--- src/rtl/swi_pkg.sv ---
package swi_pkg;

   localparam int unsigned SWI_DATA_W = 32;

   typedef enum logic [1:0] {
      SWI_SZ_BYTE  = 2'd0,
      SWI_SZ_HALF  = 2'd1,
      SWI_SZ_WORD  = 2'd2,
      SWI_SZ_DWORD = 2'd3
   } swi_size_e;

   // Narrowest address that still leaves one index bit beyond the slots,
   // so out-of-window slots stay distinguishable.
   function automatic int unsigned swi_min_addr_w(input int unsigned harts);
      return ((harts > 1) ? $clog2(harts) : 1) + 3;
   endfunction

endpackage

--- src/rtl/swi_decode.sv ---
module swi_decode
   import swi_pkg::*;
#(
   parameter int unsigned NUM_HARTS = 4,
   parameter int unsigned ADDR_W    = 6,
   localparam int unsigned IDX_W    = (NUM_HARTS > 1) ? $clog2(NUM_HARTS) : 1,
   localparam int unsigned SLOT_W   = ADDR_W - 2
) (
   input  logic                 req_valid,
   input  logic                 req_write,
   input  logic [ADDR_W-1:0]    req_addr,
   input  logic [1:0]           req_size,
   output logic [NUM_HARTS-1:0] wr_sel,
   output logic                 rd_hit,
   output logic [IDX_W-1:0]     rd_idx
);

   logic [SLOT_W-1:0] slot;
   logic              in_window;
   logic              well_formed;

   assign slot        = req_addr[ADDR_W-1:2];
   assign in_window   = 32'(slot) < NUM_HARTS;
   assign well_formed = (req_size == SWI_SZ_WORD) && (req_addr[1:0] == 2'b00) && in_window;

   for (genvar h = 0; h < NUM_HARTS; h++) begin : g_sel
      assign wr_sel[h] = req_valid && req_write && well_formed && (slot == SLOT_W'(h));
   end

   assign rd_hit = req_valid && !req_write && well_formed;
   assign rd_idx = slot[IDX_W-1:0];

endmodule

--- src/rtl/swi_slot.sv ---
module swi_slot #(
   parameter bit SET_ONLY = 1'b0
) (
   input  logic clk,
   input  logic rst_n,
   input  logic set_i,
   input  logic drop_i,
   output logic pend_o
);

   // Set has priority over drop, so a fresh request is never lost.
   // The set-only variant ignores reset.
   always_ff @(posedge clk) begin
      if (!rst_n && !SET_ONLY) begin
         pend_o <= 1'b0;
      end else if (set_i) begin
         pend_o <= 1'b1;
      end else if (drop_i) begin
         pend_o <= 1'b0;
      end
   end

endmodule

--- src/rtl/swi_bank.sv ---
module swi_bank
   import swi_pkg::*;
#(
   parameter int unsigned NUM_HARTS = 4,
   parameter int unsigned MAX_HARTS = 4095,
   parameter int unsigned ADDR_W    = 6,
   parameter bit          SET_ONLY  = 1'b0
) (
   input  logic                  clk,
   input  logic                  rst_n,
   input  logic                  req_valid,
   input  logic                  req_write,
   input  logic [ADDR_W-1:0]     req_addr,
   input  logic [1:0]            req_size,
   input  logic [SWI_DATA_W-1:0] req_wdata,
   input  logic [NUM_HARTS-1:0]  irq_clr,
   output logic [NUM_HARTS-1:0]  sw_irq,
   output logic                  rsp_valid,
   output logic [SWI_DATA_W-1:0] rsp_rdata
);

   localparam int unsigned IDX_W = (NUM_HARTS > 1) ? $clog2(NUM_HARTS) : 1;

   if (NUM_HARTS < 1 || NUM_HARTS > MAX_HARTS) begin : g_chk_harts
      $error("swi_bank: NUM_HARTS out of range");
   end
   if (ADDR_W < swi_min_addr_w(NUM_HARTS) || ADDR_W > 32) begin : g_chk_addr
      $error("swi_bank: ADDR_W too narrow or too wide");
   end

   logic [NUM_HARTS-1:0] wr_sel;
   logic                 rd_hit;
   logic [IDX_W-1:0]     rd_idx;
   logic [NUM_HARTS-1:0] pend;
   logic                 unused_wdata;

   assign unused_wdata = ^req_wdata[SWI_DATA_W-1:1];

   swi_decode #(
      .NUM_HARTS (NUM_HARTS),
      .ADDR_W    (ADDR_W)
   ) i_decode (
      .req_valid (req_valid),
      .req_write (req_write),
      .req_addr  (req_addr),
      .req_size  (req_size),
      .wr_sel    (wr_sel),
      .rd_hit    (rd_hit),
      .rd_idx    (rd_idx)
   );

   for (genvar h = 0; h < NUM_HARTS; h++) begin : g_hart
      logic set_h;
      logic drop_h;
      assign set_h  = wr_sel[h] & req_wdata[0];
      assign drop_h = SET_ONLY ? irq_clr[h] : (wr_sel[h] & ~req_wdata[0]);
      swi_slot #(
         .SET_ONLY (SET_ONLY)
      ) i_slot (
         .clk    (clk),
         .rst_n  (rst_n),
         .set_i  (set_h),
         .drop_i (drop_h),
         .pend_o (pend[h])
      );
   end

   assign sw_irq = pend;

   always_ff @(posedge clk) begin
      if (!rst_n) begin
         rsp_valid <= 1'b0;
         rsp_rdata <= '0;
      end else begin
         rsp_valid <= req_valid && !req_write;
         rsp_rdata <= {{(SWI_DATA_W-1){1'b0}}, rd_hit && !SET_ONLY && pend[rd_idx]};
      end
   end

endmodule

--- config.mk ---
export PLATFORM = sky130hd
export DESIGN_NAME = swi_bank
export DESIGN_NICKNAME = d
export VERILOG_FILES = /design/src/rtl/swi_pkg.sv /design/src/rtl/swi_decode.sv /design/src/rtl/swi_slot.sv /design/src/rtl/swi_bank.sv
export SDC_FILE = /design/constraint.sdc
export NUM_CORES = 1
export LEC_CHECK = 0
export ABC_AREA = 1
export BUFFER_PORTS_ARGS = -buffer_cell sky130_fd_sc_hd__buf_2
export CAP_MARGIN = 20
export CELL_PAD_IN_SITES_DETAIL_PLACEMENT = 0
export CELL_PAD_IN_SITES_GLOBAL_PLACEMENT = 2
export CORE_MARGIN = 2
export CORE_UTILIZATION = 14
export DETAILED_ROUTE_END_ITERATION = 6
export GPL_ROUTABILITY_DRIVEN = 0
export PLACE_DENSITY_LB_ADDON = 0.1
export SLEW_MARGIN = 20
export SYNTH_ARGS = -nofsm -noshare
export SYNTH_HDL_FRONTEND = slang
export SYNTH_HIERARCHICAL = 1
export SYNTH_SLANG_ARGS = --single-unit
--- constraint.sdc ---
create_clock -name clk -period 2.5 [get_ports clk]
set_clock_uncertainty 0.2 [all_clocks]
set_input_delay 0.25 -clock clk [delete_from_list [all_inputs] [get_ports clk]]
set_output_delay 0.25 -clock clk [all_outputs]
set_load 0.05 [all_outputs]
==> out/metrics.yaml, run 1 <==
yosysUniqueCellTypes: 12
clockRootBuffer: "clkbuf_8"
worstSetupPathType: "reg2out"
stdcell_count: 196
gr-total-overflow: 0
dp_hpwl_mm: 1.09
ctsHoldBuffers: 0
power_density_mw_per_mm2: 495
min_delay_path_depth: 2
synth.ff_latch_count: 6
outcome: "complete, no violations"
clkLatencyLatePin_ns: 0.22
finalPower_uw: 376
slowest_delay_ns: 0.36
yosysWarningCount: 6
die_w_um: 74.0
io_pins: 85
timing.final.ws_setup_ns: 1.18
synth_area_per_cell_um2: 6.12
place_inst: 193
grt_start_max_net_pins: 9
post-route-period-util_pct: 52.6
layout-drive-gt1-share_pct: 23.3
grt_pass1_wl_mm: 1.95
grt_pass1_vias: 467
multi_input_area_um2: 320
drv_slew: 0
numPortBuffers: 18
rows: 25
dieArea_mm2: 0.00547
crit_chain: "buf_2"
vias: 531
crit_fanout: 3
drt-total-wl_mm: 1.24
fin_tns_setup_ns: 0
via_per_inst: 2.71
place_ws_ns: 1.06
cts_setup_buffers: 0
synthCells: 112
rsz0062_at_grt: "false"
wl_per_cell_um: 6.34
cap_viol_max_count: 0
dr.first_iter.drc_count: 23
n_antenna_cell: 0
first_pass_iters: 4
cts_buffer_depth: 2
hold_path.class: "in2reg"
antenna_found_initial: 0
final.min_clock_period_ns: 1.32
switching_share_pct: 43.7
hold_viol_final: 0
netSwitchingPower_uw: 164
utilization_pct: 16.1
critical_path_arrival_ns: 0.87
num-nets-final: 179
cts-resized-gates: 0
crit_path_start_kind: "flip-flop"
p_int_uw: 212
max_freq_mhz: 760
cp_slowest_cell: "dfxtp_1"
total_leakage_power_nw: 0.429
cp.depth: 1
required_ns: 2.05
setup_violations: 0
cp_top_family: "flip-flops"
start_util_pct: 14.5
clk_pin_slew_ns: 0.04
p_seq_share_pct: 25.8
pwr-share-comb_pct: 35.2
clock-sinks: 6
yosysSeqAreaShare_pct: 17.5
cts_tree: "done"
cts_buffers: 3
coreArea_mm2: 0.00472
synthesis.area_um2: 686
area_growth_pct: 10.9
grt_util_all_layers_pct: 4.81
cts_max_level: 1
clock_power_share_pct: 39.0
seqCellArea_um2: 120
endpoint_kind: "output port"
worst-path-buf-inv: 1
irDropWorstVdd_mv: 0.0835
postRouteAntennaNets: 0
die_h_um: 74.0
rr_worst_depth: 4
num-fill-cells: 548
drc: 0
[logic make-up (layout without fill, tap and decap cells)]
kind of cell	after synthesis	after routing	share of synthesized area, %
simple gates	39	39	24.6
compound gates	4	4	5.11
buf+inv	62	49	52.2
flops	6	6	17.5
other cells	1	31	0.547
[flip-flops by register name, indices dropped and copies added, names as in the netlist]
register,count
g_hart.i_slot/pend_o,4
rsp_rdata,1
rsp_valid,1
[cell usage after synthesis]
library cell  number  area (µm²)
conb_1             1        3.75
inv_1             28         105
nor2_1            12        45.0
nand3_1            1        5.00
nand4_2            1        12.5
nor2_2             4        25.0
a21oi_2            4        35.0
dfxtp_1            6         120
buf_4             33         248
buf_2              1        5.00
nand4_1            1        6.26
nand2_1           20        75.1
[layout by cell type, fill, tap and decap left out, drive strengths merged]
master   n
clkbuf   3
nand4    2
nor2    16
buf     18
conb    31
nand3    1
inv     28
nand2   20
dfxtp    6
a21oi    4
[power by group through the flow]
stage / logic [mW] / clock network (mW) / registers, mW
after floorplan: 0.154 / 0 / 0.101
after global placement: 0.132 / 0 / 0.0985
after detailed placement: 0.132 / 0 / 0.0986
after CTS: 0.132 / 0.153 / 0.0971
after global routing: 0.139 / 0.157 / 0.0971
final: 0.132 / 0.147 / 0.0971
[layer usage]
metal / global-route usage, % / part of all wire, % / vias up
met4: 4.24 / 1.3 / 0
met2: 8.43 / 53 / 25
met3: 1.49 / 8.6 / 2
met1: 4.49 / 36 / 218
li1: - / - / 286
met5: 0 / 0 / -
[final cells by class]
| cell class | count | area share [%] |
|---|---|---|
| Timing Repair Buffer | 18 | 11.8 |
| Inverter | 28 | 13.8 |
| Tap cell | 67 | 11.0 |
| Multi-Input combinational cell | 74 | 42.1 |
| Clock buffer | 3 | 5.43 |
| Sequential cell | 6 | 15.8 |
[final timing paths]
| check | start | end | slack [ns] |
|---|---|---|---|
| setup reg to reg | g_hart[3].i_slot/pend_o | rsp_rdata[0] | 1.62 |
| hold / removal | req_write | rsp_valid | 0.01 |
| setup / recovery | g_hart[0].i_slot/pend_o | sw_irq[0] | 1.18 |
| hold reg to reg | g_hart[2].i_slot/pend_o | g_hart[2].i_slot/pend_o | 0.28 |
[through the flow]
stage	cell area [µm²]	hold slack [ns]
final	761	0.0115
after detailed placement	719	0.243
after global routing	761	0.0144
after CTS	761	0.00952
after floorplan	798	0.122
after global placement	719	0.250
(Power assumes the default switching activity.)
==> inputs of run 2 (changes only) <==
- ABC_AREA: 1 -> 0
- CORE_UTILIZATION: 14 -> 13
- clock period: 2.5 -> 1.3 ns (I/O delays scaled with it)
==> out/metrics.yaml, run 2 <==
outcome: "complete, but fails checks"
violations: "setup timing"
largest_reg_flops: 4
final_common_cell: "conb_1"
critical_path_arrival_ns: 1.53
antenna_found_initial: 0
timing.final.ws_setup_ns: -0.321
irDropWorstVdd_mv: 0.286
rr_worst_depth: 2
power_density_mw_per_mm2: 831
setup_violations: 5
synthCells: 70
clkLatencyLatePin_ns: 0.22
synthTopCellsByArea: "buf_4 40%, dfxtp_1 19%, nor2b_4 8.9%, o21a_1 4.8%, and2_1 4.0%"
hold_path.class: "in2reg"
max_freq_mhz: 617
worstSetupPathType: "in2reg"
drv_slew: 0
crit_fanout: 4
rsz0062_at_grt: "true"
synth.ff_latch_count: 6
min_delay_path_depth: 2
yosysWarningCount: 6
num-nets-final: 151
die_h_um: 73.1
switching_share_pct: 42.8
cts_tree: "done"
yosys-top-cells-count: "33 x buf_4, 6 x dfxtp_1"
via_per_inst: 3.10
cts_max_level: 1
synth_edf_count: 0
final.min_clock_period_ns: 1.62
synth_top_flop_cell: "dfxtp_1"
dieArea_mm2: 0.00534
clock_power_share_pct: 39.0
clk_pin_slew_ns: 0.04
pwr-share-comb_pct: 37.7
postRouteAntennaNets: 0
crit_path_start_kind: "input port"
io_pins: 85
grt_pass1_vias: 446
numPortBuffers: 18
holdCritStartpoint: "rst_n"
n_antenna_cell: 0
vias: 483
p_seq_share_pct: 23.4
synth_area_leader_cell: "buf_4"
die_w_um: 73.1
start_util_pct: 13.3
cts_buffer_depth: 2
wl_per_cell_um: 9.67
required_ns: 1.21
regMostFlops: "g_hart.i_slot/pend_o"
cts_buffers: 3
drc: 0
place_ws_ns: -0.654
seqCellArea_um2: 135
reg_top3: "g_hart.i_slot/pend_o: 4 flops, rsp_rdata: 1 flops, rsp_valid: 1 flops"
timing.rr.end: "rsp_rdata[0]"
p_int_uw: 436
coreArea_mm2: 0.00466
gr-total-overflow: 0
hold_viol_final: 0
post-route-period-util_pct: 125
synth_area_per_cell_um2: 8.87
drt-total-wl_mm: 1.51
min_to: "g_hart[2].i_slot/pend_o"
synth.most_common_cell: "buf_4"
layout-drive-gt1-share_pct: 51.0
final_cell_mix: "31 x conb_1, 17 x buf_2, 11 x buf_4, 8 x nor2b_4"
utilization_pct: 19.7
netSwitchingPower_uw: 327
yosysSeqAreaShare_pct: 19.4
r2r_start: "g_hart[3].i_slot/pend_o"
clock-sinks: 6
finalPower_uw: 763
clockRootBuffer: "clkbuf_8"
synth_top_area_share_pct: 39.9
critPathLaunch: "req_addr[4]"
multi_input_area_um2: 458
area_growth_pct: 48.0
yosysUniqueCellTypes: 18
dr.first_iter.drc_count: 9
cap_viol_max_count: 0
grt_start_max_net_pins: 9
synthesis.area_um2: 621
grt_pass1_wl_mm: 2.18
async_flop_share_pct: 0
rows: 25
total_leakage_power_nw: 0.437
grt_util_all_layers_pct: 5.69
dp_hpwl_mm: 1.22
first_pass_iters: 4
rrSetupSlack_ns: 0.04
num-fill-cells: 517
endpoint_kind: "flip-flop"
run 2: critical path: stages:
cell and delay (ns):
buf_6 0.09, or4b_4 0.60, nor4_4 0.23, buf_4 0.15, nor2b_4 0.15, nor2b_4 0.04, o21a_1 0.15
run 2: per-stage QoR:
step	TNS, ns	instances	hold WS [ns]	instance area, µm²
6_report	-1.37	156	0.0144	918
5_1_grt	-1.63	156	0.0164	918
4_1_cts	-1.47	155	0.0150	900
3_5_place_dp	-2.71	149	0.132	743
3_3_place_gp	-2.74	149	0.132	743
2_1_floorplan	-1.37	100	0.00151	758
run 2: cell type report:
type / instances / area share, %
sequential: 6 / 14.7
timing repair buffer: 31 / 22.8
tap: 54 / 7.36
multi-input combinational: 60 / 49.9
inverter: 1 / 0.409
clock buffer: 4 / 4.90
run 2: power groups by stage:
stage | Sequential [mW] | Combinational, mW | Clock [mW]
3_5_place_dp | 0.181 | 0.260 | 0
5_1_grt | 0.178 | 0.299 | 0.329
6_report | 0.178 | 0.288 | 0.298
3_3_place_gp | 0.181 | 0.261 | 0
4_1_cts | 0.178 | 0.283 | 0.314
2_1_floorplan | 0.186 | 0.283 | 0
run 2: worst max path at each step:
stage                     cells after the start                       to
after floorplan                               5  g_hart[2].i_slot/pend_o
after CTS                                     7  g_hart[1].i_slot/pend_o
final                                         7  g_hart[1].i_slot/pend_o
after global routing                          7  g_hart[0].i_slot/pend_o
after global placement                        7  g_hart[1].i_slot/pend_o
after detailed placement                      7  g_hart[1].i_slot/pend_o
run 2: routing by layer:
metal,global-route usage [%],share of wire [%],wire length [µm],vias to the layer above
li1,-,-,-,233
met1,5.47,36,545,220
met2,10.1,53,805,30
met3,3.31,10,157,0
met4,1.85,0,0,0
met5,0,0,0,-
run 2: timing repair:
action / CTS / global route
pin swaps: 3 / 1
endpoints found under the setup margin: 5 / 5
hold endpoints to repair: 1 / 0
hold buffers: 1 / 0
resized for setup: 12 / 2
buffers inserted: 1 / 1
run 2: cell families after synthesis:
logic type	synth area share [%]
other	0.604
muxes	3.63
and+or+nand+nor	31.0
DFF	19.4
buffers and inverters	40.5
AOI/OAI and AO/OA	4.84
